<file path="src/rtl/tk_reg_pkg.sv">
package tk_reg_pkg;
   localparam int DATA_W   = 32;
   localparam int NUM_REGS = 10;
   // word indices of the register map
   localparam int IX_ST    = 0;
   localparam int IX_MSK   = 1;
   localparam int IX_EN    = 2;
   localparam int IX_DIS   = 3;
   localparam int IX_EST   = 4;
   localparam int IX_EMSK  = 5;
   localparam int IX_EEN   = 6;
   localparam int IX_EDIS  = 7;
   localparam int IX_CTRL  = 8;
   localparam int IX_SCR   = 9;
   localparam logic [DATA_W-1:0] CTRL_RSVD  = 32'h70FF_FFFE;
   localparam logic [DATA_W-1:0] CTRL_RST_1 = 32'h0100_0000;
   localparam logic [DATA_W-1:0] CTRL_RST_2 = 32'h0200_0000;
endpackage

</file>
<file path="src/rtl/tk_addr_decode.sv">
module tk_addr_decode
   import tk_reg_pkg::*;
#(
   parameter int ADDR_W = 8
) (
   input  logic                req,
   input  logic [ADDR_W-1:0]   addr,
   output logic [NUM_REGS-1:0] sel,
   output logic                oob
);
   localparam int IDX_W = ADDR_W - 2;

   logic [IDX_W-1:0] idx;
   logic [1:0]       unused_lo;

   assign idx       = addr[ADDR_W-1:2];
   assign unused_lo = addr[1:0];
   assign oob       = req && (idx >= IDX_W'(NUM_REGS));

   for (genvar i = 0; i < NUM_REGS; i++) begin : g_sel
      assign sel[i] = req && (idx == IDX_W'(i));
   end

   // a trapped access selects no register
   always_comb begin
      if (oob) p_oob_nosel_r6: assert (sel == '0);
      p_sel_onehot_r6: assert ($onehot0(sel));
   end
endmodule

</file>
<file path="src/rtl/tk_irq_group.sv">
module tk_irq_group #(
   parameter int           W        = 2,
   parameter logic [W-1:0] MASK_RST = '1
) (
   input  logic         clk,
   input  logic         rst_n,
   input  logic [W-1:0] evt,
   input  logic         clr_we,
   input  logic         en_we,
   input  logic         dis_we,
   input  logic [W-1:0] wdata,
   output logic [W-1:0] status,
   output logic [W-1:0] mask,
   output logic [W-1:0] irq
);
   if (W < 1 || W > 32) begin : g_chk_w
      $error("tk_irq_group: W must be 1..32");
   end

   for (genvar i = 0; i < W; i++) begin : g_bit
      always_ff @(posedge clk) begin
         if (!rst_n)                     status[i] <= 1'b0;
         else if (evt[i])                status[i] <= 1'b1;   // event wins
         else if (clr_we && wdata[i])    status[i] <= 1'b0;
      end

      always_ff @(posedge clk) begin
         if (!rst_n)                     mask[i] <= MASK_RST[i];
         else if (en_we && wdata[i])     mask[i] <= 1'b0;
         else if (dis_we && wdata[i])    mask[i] <= 1'b1;
      end

      assign irq[i] = status[i] & ~mask[i];

      p_evt_wins_r5: assert property (@(posedge clk) disable iff (!rst_n)
         evt[i] |=> status[i]);
      p_w1c_r2: assert property (@(posedge clk) disable iff (!rst_n)
         (clr_we && wdata[i] && !evt[i]) |=> !status[i]);
      p_unmask_r3: assert property (@(posedge clk) disable iff (!rst_n)
         (en_we && wdata[i]) |=> !mask[i]);
      p_mask_r3: assert property (@(posedge clk) disable iff (!rst_n)
         (dis_we && wdata[i] && !en_we) |=> mask[i]);
      p_hold_mask_r3: assert property (@(posedge clk) disable iff (!rst_n)
         (!en_we && !dis_we) |=> $stable(mask[i]));
   end
endmodule

</file>
<file path="src/rtl/tk_reg_front.sv">
module tk_reg_front
   import tk_reg_pkg::*;
#(
   parameter int ADDR_W = 8,
   parameter int REV    = 1
) (
   input  logic              clk,
   input  logic              rst_n,
   input  logic              req,
   input  logic              we,
   input  logic [ADDR_W-1:0] addr,
   input  logic [31:0]       wdata,
   output logic              ack,
   output logic [31:0]       rdata,
   input  logic              alarm_evt,
   input  logic              sec_evt,
   output logic              irq_alarm,
   output logic              irq_sec,
   output logic              irq_adderr
);
   localparam int IRQ_N = 2;

   if (ADDR_W < 6 || ADDR_W > 32) begin : g_chk_addr
      $error("tk_reg_front: ADDR_W must be 6..32");
   end
   if (REV != 1 && REV != 2) begin : g_chk_rev
      $error("tk_reg_front: REV must be 1 or 2");
   end

   logic [NUM_REGS-1:0] sel;
   logic                oob;
   logic                wr;
   logic [IRQ_N-1:0]    int_st, int_msk, int_irq;
   logic [0:0]          err_st, err_msk, err_irq;
   logic [31:0]         ctrl_q, scr_q, ctrl_rst, rd_mux;

   assign wr = req && we;

   tk_addr_decode #(.ADDR_W(ADDR_W)) u_dec (
      .req  (req),
      .addr (addr),
      .sel  (sel),
      .oob  (oob)
   );

   tk_irq_group #(.W(IRQ_N), .MASK_RST(2'b11)) u_int (
      .clk    (clk),
      .rst_n  (rst_n),
      .evt    ({sec_evt, alarm_evt}),
      .clr_we (wr && sel[IX_ST]),
      .en_we  (wr && sel[IX_EN]),
      .dis_we (wr && sel[IX_DIS]),
      .wdata  (wdata[IRQ_N-1:0]),
      .status (int_st),
      .mask   (int_msk),
      .irq    (int_irq)
   );

   tk_irq_group #(.W(1), .MASK_RST(1'b1)) u_err (
      .clk    (clk),
      .rst_n  (rst_n),
      .evt    (oob),
      .clr_we (wr && sel[IX_EST]),
      .en_we  (wr && sel[IX_EEN]),
      .dis_we (wr && sel[IX_EDIS]),
      .wdata  (wdata[0:0]),
      .status (err_st),
      .mask   (err_msk),
      .irq    (err_irq)
   );

   assign irq_alarm  = int_irq[0];
   assign irq_sec    = int_irq[1];
   assign irq_adderr = err_irq[0];

   if (REV == 2) begin : g_rev2
      assign ctrl_rst = CTRL_RST_2;
   end else begin : g_rev1
      assign ctrl_rst = CTRL_RST_1;
   end

   always_ff @(posedge clk) begin
      if (!rst_n)                    ctrl_q <= ctrl_rst & ~CTRL_RSVD;
      else if (wr && sel[IX_CTRL])   ctrl_q <= wdata & ~CTRL_RSVD;
   end

   always_ff @(posedge clk) begin
      if (!rst_n)                    scr_q <= '0;
      else if (wr && sel[IX_SCR])    scr_q <= wdata;
   end

   always_comb begin
      rd_mux = '0;
      if (sel[IX_ST])   rd_mux = 32'(int_st);
      if (sel[IX_MSK])  rd_mux = 32'(int_msk);
      if (sel[IX_EST])  rd_mux = 32'(err_st);
      if (sel[IX_EMSK]) rd_mux = 32'(err_msk);
      if (sel[IX_CTRL]) rd_mux = ctrl_q;
      if (sel[IX_SCR])  rd_mux = scr_q;
   end

   always_ff @(posedge clk) begin
      if (!rst_n) begin
         ack   <= 1'b0;
         rdata <= '0;
      end else begin
         ack   <= req;
         rdata <= (req && !we) ? rd_mux : '0;
      end
   end

   p_ack_r10: assert property (@(posedge clk) disable iff (!rst_n)
      req |=> ack);
   p_noack_r10: assert property (@(posedge clk) disable iff (!rst_n)
      !req |=> !ack);
   p_wr_rdata_r10: assert property (@(posedge clk) disable iff (!rst_n)
      (req && we) |=> (rdata == '0));
   p_oob_err_r6: assert property (@(posedge clk) disable iff (!rst_n)
      oob |=> err_st[0]);
   p_oob_rdata_r6: assert property (@(posedge clk) disable iff (!rst_n)
      (oob && !we) |=> (rdata == '0));
   p_scr_keep_r6: assert property (@(posedge clk) disable iff (!rst_n)
      !(wr && sel[IX_SCR]) |=> $stable(scr_q));
   p_ctrl_keep_r8: assert property (@(posedge clk) disable iff (!rst_n)
      !(wr && sel[IX_CTRL]) |=> $stable(ctrl_q));
   p_irq_src_r4: assert property (@(posedge clk) disable iff (!rst_n)
      irq_alarm |-> int_st[0]);
endmodule

</file>
<file path="config.mk">
export PLATFORM = sky130hd
export DESIGN_NAME = tk_reg_front
export DESIGN_NICKNAME = d
export VERILOG_FILES = /design/src/rtl/tk_reg_pkg.sv /design/src/rtl/tk_addr_decode.sv /design/src/rtl/tk_irq_group.sv /design/src/rtl/tk_reg_front.sv
export SDC_FILE = /design/constraint.sdc
export NUM_CORES = 1
export LEC_CHECK = 0
export ABC_AREA = 1
export BUFFER_PORTS_ARGS = -buffer_cell sky130_fd_sc_hd__buf_2
export CORE_MARGIN = 5
export CORE_UTILIZATION = 45
export DETAILED_ROUTE_END_ITERATION = 10
export PLACE_DENSITY = 0.83
export SYNTH_ARGS = -nofsm -noshare
export SYNTH_HDL_FRONTEND = slang
export SYNTH_SLANG_ARGS = --single-unit
export TNS_END_PERCENT = 100
</file>
<file path="constraint.sdc">
create_clock -name clk -period 1.1 [get_ports clk]
set_input_delay 0.055 -clock clk [delete_from_list [all_inputs] [get_ports clk]]
set_output_delay 0.055 -clock clk [all_outputs]
set_load 0.05 [all_outputs]
</file>
==> results by group <==
Worst setup path
  – R2R cell count: 7
  – CP Max Fanout: 2
  – Total stage count of the critical path: 3
  – Crit-path cells: inv_1 -> nor2_2 -> buf_6
  – Startpoint Class: flip-flop
  – CP Data Required Time: 1040 ps
  – CP arrival: between 1000 and 1500 ps
  – CP endpoint kind: output port
  – Buffers and inverters on the worst path: 2
  – Crit-path slowest cell: dfxtp_1
  – Worst path top cell family by delay: flip-flops
  – Crit path kind: reg2out
  – Worst path max stage delay: about 350 ps

Placement
  – Dpl hpwl: ~4.5 mm
  – Port bufs: 79
  – Placed inst area: 3280 sq um
  – Gp weighted congestion: 0.865
  – Placed Cells: roughly 500

Timing
  – Endpoints failing hold: 0
  – Post-route minimum period: approximately 1100 ps
  – Fmax: around 940 MHz
  – Clk_skew: 5.43 ps
  – Slew @ Worst Pin: 339 ps
  – RSZ-0062 raised after global routing: no
  – Finish-stage setup viols: 0
  – Tcrit/Tclk final: a little over nine tenths
  – Worst slew margin: between 70% and 80%
  – Final Max Slew Viols: 0
  – WHS: between 10 and 15 ps

Routing
  – DR iter-0 viols: 100
  – Routed vias: approximately 2500
  – Vias per std cell: approximately 4.8
  – Detailed-route DRC error count: 0
  – WL final: 6.83 mm
  – Wire length per cell: 12.9 um
  – Detail Route Antenna Nets: 0
  – Pre-antenna DRT Iters: 4

Floorplan
  – Die Span Y: 87.4 um
  – IO Count: just over 80
  – Total Die Area: between 7000 and 8000 sq um
  – Core footprint: roughly 5900 sq um
  – Std-Cell Rows: 28
  – Die W: around 87 um
  – Initial cell density of the core: ~46%

Synthesis
  – Yosys cell types: 20
  – Post-Syn Area: around 2700 sq um
  – Register area share after synthesis: 57.2%
  – Yosys reg bits: 77
  – Yosys top cell area share: a little under three fifths
  – Avg Cell Area, Syn: about 8.3 sq um
  – Synth area leader: dfxtp_1
  – Synth warn: 0
  – Post-Syn Instances: ~330
  – Synth area leaders: dfxtp_1, a21oi_1, nor2_1, inv_1, nand2_1
  – Mapped Nets: between 300 and 400

CTS
  – Clock Tree Buf Depth: 2
  – CTS Buf Count: 9
  – Later-pin clock latency in the skew report: roughly 340 ps
  – CTS tree: done
  – Sink Count: 77
  – Root Buffer: clkbuf_8
  – CTS clk-pin slew, worst paths: ~90 ps
  – H-tree Lvls: 3

Worst hold path
  – WHS Path Cells: 3
  – Hold Crit Class: in2reg

Power
  – VDD IR max: 845 uV
  – P_leak: 1.69 nW
  – PD cells: 1400 nW/um^2
  – PnR Total Power: 5.38 mW

Layout
  – Util after Layout: between 60 and 70%
  – Proportion of layout cells with a drive suffix above 1: ~30%
  – Most frequent cells in the layout: dfxtp_1, buf_2, inv_1, a21oi_1
  – Total Nets Final: between 400 and 500
  – Most common cell after layout, fill and taps aside: dfxtp_1
  – Final instance area: between 3000 and 4000 sq um
  – Syn-to-layout area delta: 42.7%
  – Post-Layout Cell Count: 530
  – N_diodes: 0

Outcome
  – Status: completed

Global route
  – Tot GR Track Use: 17.5%
  – Grt ovf: 0
  – Number of global-route vias before repair: roughly 2400
  – Largest net degree at the start of global routing: 27
  – Initial antenna violation count: 0
  – First-pass GRT wire length: roughly 11 mm

Flow run
  – Max Cap Viol: 0
[state kept, by name (all words and copies together), names as in the netlist]
name	cells
rdata	32
ack	1
u_err.mask	1
ctrl_q	6
u_int.status	2
u_err.status	1
u_int.mask	2
scr_q	32
[stage by stage]
step / setup slack, ps / TNS, ps
2_1_floorplan: 6.11 / 0
3_3_place_gp: -60.9 / -1240
3_5_place_dp: -132 / -2390
4_1_cts: 4.93 / 0
5_1_grt: 13.7 / 0
6_report: 38.9 / 0
[synthesized netlist by cell type, drive strengths merged]
| master | n |
|---|---|
| a21oi | 42 |
| nand2 | 41 |
| clkbuf | 7 |
| o211ai | 3 |
| dfxtp | 77 |
| nand4 | 6 |
| nor2 | 50 |
| nor3 | 4 |
| inv | 47 |
| buf | 5 |
| nand3 | 6 |
| clkinv | 2 |
| o31ai | 3 |
| o21ai | 33 |
[where the power goes]
group	switching, mW	internal, mW
logic	0.178	0.183
clock network	1.12	1.08
registers	0.00580	2.80
total	1.31	4.07
[layer usage]
layer / up-vias / share of wire, % / track usage (%)
met5: - / 0 / 0
met4: 0 / 2.0 / 8.23
met3: 11 / 4.6 / 3.31
met2: 68 / 52 / 31.6
li1: 1287 / - / -
met1: 1156 / 42 / 19.5
[what timing repair did]
| action | CTS | global route |
|---|---|---|
| buffers inserted | 0 | 1 |
| endpoints found under the hold margin | 29 | 0 |
| pin swaps | 0 | 1 |
| endpoints found under the setup margin | 3 | 29 |
| gates resized for setup | 5 | 18 |
| gates cloned | 0 | 2 |
| hold buffers | 24 | 0 |
[worst min-delay path, stage by stage]
cell	delay, ps
buf_2	80
o21ai_0	80
a21oi_1	110
[layout make-up]
cell class / instances / area, sq um
fill: 493 / 2040
sequential: 77 / 1540
multi-input combinational: 188 / 942
timing repair buffer: 125 / 876
inverter: 49 / 186
clock buffer: 9 / 124
tap: 75 / 93.8
clock inverter: 7 / 80.1
[cells by family after synthesis]
kind of cell,Yosys count,synth area share (%)
and+or+nand+nor,107,17.2
AOI/OAI and AO/OA,81,15.6
buffers and inverters,61,9.99
DFF,77,57.2
[final timing paths]
kind / from / to / slack [ps]
min reg2reg: scr_q[17] / rdata[17] / 440
max reg2reg: u_int.status[0] / rdata[0] / 140
min: wdata[17] / scr_q[17] / 10
max: u_int.status[1] / irq_sec / 40
Power figures use the tool's default switching activity.
